[config.mk]
export PLATFORM = sky130hd
export DESIGN_NAME = cc_fifo_holdoff
export DESIGN_NICKNAME = d
export VERILOG_FILES = /design/src/rtl/cchf_pkg.sv /design/src/rtl/cchf_ptr.sv /design/src/rtl/cchf_mem.sv /design/src/rtl/cchf_ctrl.sv /design/src/rtl/cc_fifo_holdoff.sv
export SDC_FILE = /design/constraint.sdc
export NUM_CORES = 1
export LEC_CHECK = 0
export ABC_CLOCK_PERIOD_IN_PS = 3000
export BUFFER_PORTS_ARGS = -buffer_cell sky130_fd_sc_hd__buf_4
export CORE_ASPECT_RATIO = 1.4
export CORE_MARGIN = 3
export CORE_UTILIZATION = 61
export CTS_BUF_LIST = sky130_fd_sc_hd__clkbuf_8 sky130_fd_sc_hd__clkbuf_16
export DETAILED_ROUTE_END_ITERATION = 12
export PLACE_DENSITY_LB_ADDON = 0.25
export SYNTH_ARGS = -nofsm -noshare
export SYNTH_HDL_FRONTEND = slang
export SYNTH_SLANG_ARGS = --single-unit
[constraint.sdc]
create_clock -name clk -period 3 [get_ports clk]
set_input_delay 0 -clock clk [delete_from_list [all_inputs] [get_ports clk]]
set_output_delay 0 -clock clk [all_outputs]
set_load 0.03 [all_outputs]
[src/rtl/cchf_pkg.sv]
package cchf_pkg;

    typedef enum logic [1:0] {
        ST_SETTLE  = 2'd0,
        ST_EMPTY   = 2'd1,
        ST_PARTIAL = 2'd2,
        ST_FULL    = 2'd3
    } fifo_state_t;

endpackage

[src/rtl/cchf_ptr.sv]
module cchf_ptr #(
    parameter int DEPTH = 16,
    localparam int AW = (DEPTH > 1) ? $clog2(DEPTH) : 1
) (
    input  logic          clk,
    input  logic          rst_n,
    input  logic          adv,
    output logic [AW-1:0] ptr
);

    logic [AW-1:0] ptr_n;

    generate
        if ((1 << AW) == DEPTH) begin : g_pow2
            always_comb ptr_n = ptr + AW'(1);
        end else begin : g_wrap
            always_comb ptr_n = (ptr == AW'(DEPTH - 1)) ? '0 : ptr + AW'(1);
        end
    endgenerate

    always_ff @(posedge clk or negedge rst_n) begin
        if (!rst_n)   ptr <= '0;
        else if (adv) ptr <= ptr_n;
    end

endmodule

[src/rtl/cchf_mem.sv]
module cchf_mem #(
    parameter int DATA_W = 4,
    parameter int DEPTH  = 16,
    localparam int AW = (DEPTH > 1) ? $clog2(DEPTH) : 1
) (
    input  logic              clk,
    input  logic              rst_n,
    input  logic              we,
    input  logic [AW-1:0]     waddr,
    input  logic [DATA_W-1:0] wdata,
    input  logic              re,
    input  logic [AW-1:0]     raddr,
    output logic [DATA_W-1:0] rdata
);

    logic [DATA_W-1:0] cells [DEPTH];

    always_ff @(posedge clk) begin
        if (we) cells[waddr] <= wdata;
    end

    always_ff @(posedge clk or negedge rst_n) begin
        if (!rst_n)  rdata <= '0;
        else if (re) rdata <= cells[raddr];
    end

endmodule

[src/rtl/cchf_ctrl.sv]
module cchf_ctrl
    import cchf_pkg::*;
#(
    parameter int DEPTH         = 16,
    parameter int HOLD_CYCLES   = 2,
    parameter bit FULL_IN_RESET = 1'b1,
    localparam int CNT_W = $clog2(DEPTH + 1),
    localparam int HC_W  = (HOLD_CYCLES > 1) ? $clog2(HOLD_CYCLES + 1) : 1
) (
    input  logic clk,
    input  logic rst_n,
    input  logic wr_en,
    input  logic rd_en,
    output logic wr_ok,
    output logic rd_ok,
    output logic full,
    output logic empty
);

    fifo_state_t      state, state_n;
    logic [HC_W-1:0]  hold_cnt, hold_cnt_n;
    logic [CNT_W-1:0] count, count_n;

    // state register
    always_ff @(posedge clk or negedge rst_n) begin
        if (!rst_n) begin
            state    <= ST_SETTLE;
            hold_cnt <= '0;
            count    <= '0;
        end else begin
            state    <= state_n;
            hold_cnt <= hold_cnt_n;
            count    <= count_n;
        end
    end

    // occupancy update from accepted transfers
    always_comb begin
        unique case ({wr_ok, rd_ok})
            2'b10:   count_n = count + CNT_W'(1);
            2'b01:   count_n = count - CNT_W'(1);
            default: count_n = count;
        endcase
    end

    // next-state logic
    always_comb begin
        state_n    = state;
        hold_cnt_n = hold_cnt;
        unique case (state)
            ST_SETTLE: begin
                if (hold_cnt == HC_W'(HOLD_CYCLES - 1)) state_n = ST_EMPTY;
                else                                   hold_cnt_n = hold_cnt + HC_W'(1);
            end
            ST_EMPTY, ST_PARTIAL, ST_FULL: begin
                if (count_n == '0)                     state_n = ST_EMPTY;
                else if (count_n == CNT_W'(DEPTH))     state_n = ST_FULL;
                else                                   state_n = ST_PARTIAL;
            end
            default: state_n = ST_SETTLE;
        endcase
    end

    // outputs from state
    always_comb begin
        full  = 1'b0;
        empty = 1'b0;
        wr_ok = 1'b0;
        rd_ok = 1'b0;
        unique case (state)
            ST_SETTLE: begin
                full  = FULL_IN_RESET;
                empty = 1'b1;
            end
            ST_EMPTY: begin
                empty = 1'b1;
                wr_ok = wr_en;
            end
            ST_PARTIAL: begin
                wr_ok = wr_en;
                rd_ok = rd_en;
            end
            ST_FULL: begin
                full  = 1'b1;
                rd_ok = rd_en;
            end
            default: begin
                full  = FULL_IN_RESET;
                empty = 1'b1;
            end
        endcase
    end

endmodule

[src/rtl/cc_fifo_holdoff.sv]
module cc_fifo_holdoff #(
    parameter int DATA_W        = 4,
    parameter int DEPTH         = 16,
    parameter int HOLD_CYCLES   = 2,
    parameter bit FULL_IN_RESET = 1'b1
) (
    input  logic              clk,
    input  logic              rst_n,
    input  logic              wr_en,
    input  logic [DATA_W-1:0] wr_data,
    input  logic              rd_en,
    output logic [DATA_W-1:0] rd_data,
    output logic              full,
    output logic              empty
);

    localparam int AW = (DEPTH > 1) ? $clog2(DEPTH) : 1;

    logic          wr_ok, rd_ok;
    logic [AW-1:0] wr_ptr, rd_ptr;

    cchf_ctrl #(
        .DEPTH        (DEPTH),
        .HOLD_CYCLES  (HOLD_CYCLES),
        .FULL_IN_RESET(FULL_IN_RESET)
    ) u_ctrl (
        .clk  (clk),
        .rst_n(rst_n),
        .wr_en(wr_en),
        .rd_en(rd_en),
        .wr_ok(wr_ok),
        .rd_ok(rd_ok),
        .full (full),
        .empty(empty)
    );

    cchf_ptr #(.DEPTH(DEPTH)) u_wptr (
        .clk  (clk),
        .rst_n(rst_n),
        .adv  (wr_ok),
        .ptr  (wr_ptr)
    );

    cchf_ptr #(.DEPTH(DEPTH)) u_rptr (
        .clk  (clk),
        .rst_n(rst_n),
        .adv  (rd_ok),
        .ptr  (rd_ptr)
    );

    cchf_mem #(.DATA_W(DATA_W), .DEPTH(DEPTH)) u_mem (
        .clk  (clk),
        .rst_n(rst_n),
        .we   (wr_ok),
        .waddr(wr_ptr),
        .wdata(wr_data),
        .re   (rd_ok),
        .raddr(rd_ptr),
        .rdata(rd_data)
    );

endmodule

==> flow_metrics.tcl <==
set metrics [dict create \
    run_status "complete, no violations" \
    num_rows 33 \
    dieWidth_um 72.9 \
    ios 14 \
    clock-root-buffer "clkbuf_8" \
    fin_crit_sh_pct 90.8 \
    hp-class "in -> async" \
    fin_skew_ns 0.00979 \
    cts_sinks 85 \
    p_switching_mw 1.36 \
    syn-instance-count 261 \
    crit_slowest_cell "ha_1" \
    start_util_pct 64.3 \
    coreArea_um2 5950 \
    fin_setup_tns_ns 0 \
    synth_seq_cells 85 \
    syn_nets 281 \
    drc 0 \
    arrival_ns 2.97 \
    grt-ovfl-total 0 \
    place_hpwl_um 4600 \
    grt_max_degree 22 \
    pwr_density_cell_nw_per_um2 906 \
    synth_ff_type "edfxtp_1" \
    gp_congestion 0.817 \
    final_common_cell "edfxtp_1" \
    slew_violations 0 \
    crit_path_end_kind "flop" \
    routed_via_density 6.01 \
    post_cts_buffers 0 \
    final_cell_mix "edfxtp_1 (64), nand2_1 (26), dfrtp_1 (21)" \
    cts-htree-levels 3 \
    path_clk_slew_ns 0.09 \
    antenna_found_initial 0 \
    max_freq_mhz 367 \
    drt-total-wl_um 6620 \
    diodes 0 \
    p_leak_nw 1.54 \
    finalHoldViolCount 0 \
    drt_pass1_iterations 4 \
    rsz0062_at_grt "no" \
    cpPeakStageDelay_ns 0.52 \
    p_int_mw 2.45 \
    dieArea_um2 7270 \
    syn_avg_cell_area_um2 14.7 \
    finalCriticalPeriod_ns 2.72 \
    clkLatencyLatePin_ns 0.36 \
    vias 2138 \
    avgRoutedWirePerCell_um 18.6 \
    power_frac_seq_pct 46.5 \
    setup_viol 0 \
    die_h_um 99.7 \
    crit_family "adder cells" \
    drt_first_iter_violations 152 \
    fin_nets 301 \
    r2r_setup_slack_ns 0.28 \
    ys_types 38 \
    fin_cells 356 \
    cts_buffers 9 \
    drt-met1-wl_um 2840 \
    drtAntennaViolNets 0 \
    worst_setup_path_start_kind "flop" \
    met3_wirelength_um 333 \
    r2r_end "u_ctrl.state[0]" \
    p_clk_share_pct 19.9 \
    yosysTopAreaCell "edfxtp_1" \
    swShare_pct 35.8 \
    synth_area_leaders "edfxtp_1 (50%), dfrtp_1 (14%), mux4_2 (8.2%)" \
    drive_gt1_share_pct 20.3 \
    ys_seq_area_share_pct 64.0 \
    grt_usage_pct 20.4 \
    max_cap_viol_count 0 \
    ir_drop_mv 0.477 \
    cp_cell_sequence "inv_1 -> ha_1 -> and2_1 -> inv_1 -> ha_1 -> nor3b_1 -> and2_2 -> a2111oi_4 -> a22oi_2 -> o21a_1" \
    route.met2.wl_um 3260 \
    place_inst 335 \
    tightest_slew_ns 0.727 \
    crit-reg2reg-launch "u_ctrl.state[0]" \
    synth_top_cell_area_share_pct 50.3 \
    slew_headroom_pct 51.5 \
    worstRegToRegCells 10 \
    area_delta_synth_final_pct 10.0 \
    syn_area_um2 3820 \
    grt_pass1_vias 2146 \
    top_layer "met4" \
    crit_type "reg -> reg" \
    cp.buffers_inverters 2 \
    cts_buffer_depth 2 \
    port_buffers 13 \
    cp.required_ns 3.25 \
    yosys_warnings 0 \
    synth-edff-count 64 \
    async_flop_share_pct 24.7 \
    cp_max_fo 12 \
    combPwrFrac_pct 33.6 \
    grt_pass1_wl_um 10700 \
    cts_tree "done" \
]
## layer usage
metal	vias to the layer above	track usage (%)
met3	16	4.25
met1	1049	27.5
li1	1005	-
met5	-	0
met2	68	31.4
met4	0	10.4
## cell usage after synthesis (all sizes together) (2+ instances only)
| master | count |
|---|---|
| nand4 | 4 |
| nor3b | 4 |
| dfrtp | 21 |
| buf | 9 |
| nor3 | 10 |
| nand2 | 26 |
| mux2i | 8 |
| mux4 | 14 |
| clkbuf | 5 |
| nor2 | 18 |
| mux2 | 2 |
| and2 | 2 |
| xnor2 | 8 |
| edfxtp | 64 |
| xor2 | 5 |
| ha | 12 |
| o221ai | 7 |
| inv | 10 |
| nand2b | 6 |
| o21ai | 11 |
| a21oi | 4 |
## logic make-up after synthesis
logic type               count (synthesis)  share of synthesized area, %
AO/OA/AOI/OAI                           28                          5.60
XOR/XNOR                                13                          2.98
adder cells (fa/ha/maj)                 12                          3.93
buffers and inverters                   25                          3.27
flip-flops                              85                          64.0
multiplexers                            24                          10.9
AND/OR/NAND/NOR                         74                          9.29
## cell type report
type	count	area [um^2]
Tap cell	70	87.6
Timing Repair Buffer	23	185
Multi-Input combinational cell	151	1260
Fill cell	405	1740
Inverter	11	41.3
Clock buffer	10	138
Clock inverter	6	51.3
Sequential cell	85	2450
## worst max-delay path by stage
stage | depth (start not counted) | endpoint | slack (ns) | startpoint
after global placement | 11 | u_ctrl.state[1] | 0.38 | u_ctrl.state[0]
final | 10 | u_ctrl.state[0] | 0.28 | u_ctrl.state[0]
after CTS | 11 | u_ctrl.state[1] | 0.25 | u_ctrl.state[0]
after detailed placement | 11 | u_ctrl.state[1] | 0.26 | u_ctrl.state[0]
after global routing | 11 | u_ctrl.state[1] | 0.03 | u_ctrl.state[0]
after floorplan | 12 | u_ctrl.state[1] | 0.42 | u_ctrl.state[0]
## state kept, by name (all words and copies together), names as in the netlist
name	count
u_mem.rdata	4
u_mem.cells	64
u_rptr.ptr	4
u_ctrl.hold_cnt	2
u_wptr.ptr	4
u_ctrl.count	5
u_ctrl.state	2
## metrics by stage
stage / hold slack (ns) / instance area, um^2 / setup slack (ns) / total power [mW] / util [%]
after global placement: -0.102 / 3960 / 0.376 / 3.05 / 66.6
after floorplan: -0.296 / 3820 / 0.421 / 2.77 / -
after CTS: 0.0432 / 4200 / 0.248 / 3.84 / 70.7
after global routing: 0.0607 / 4210 / 0.0309 / 4.04 / 70.7
after detailed placement: -0.0981 / 3960 / 0.265 / 3.08 / 66.6
final: 0.0504 / 4210 / 0.277 / 3.81 / 70.7
## power groups by stage
stage / sequential, mW / clock [mW] / combinational [mW]
floorplan: 1.65 / 0 / 1.12
global placement: 1.79 / 0 / 1.25
detailed placement: 1.80 / 0 / 1.28
CTS: 1.78 / 0.773 / 1.29
global route: 1.81 / 0.817 / 1.41
finish: 1.77 / 0.757 / 1.28
## repair_timing
action / CTS / global route
hold buffers: 5 / 0
setup endpoints to repair: 0 / 1
endpoints found under the hold margin: 85 / 0
resized for setup: 0 / 1
Note: power is estimated with default switching activity, not from simulation.
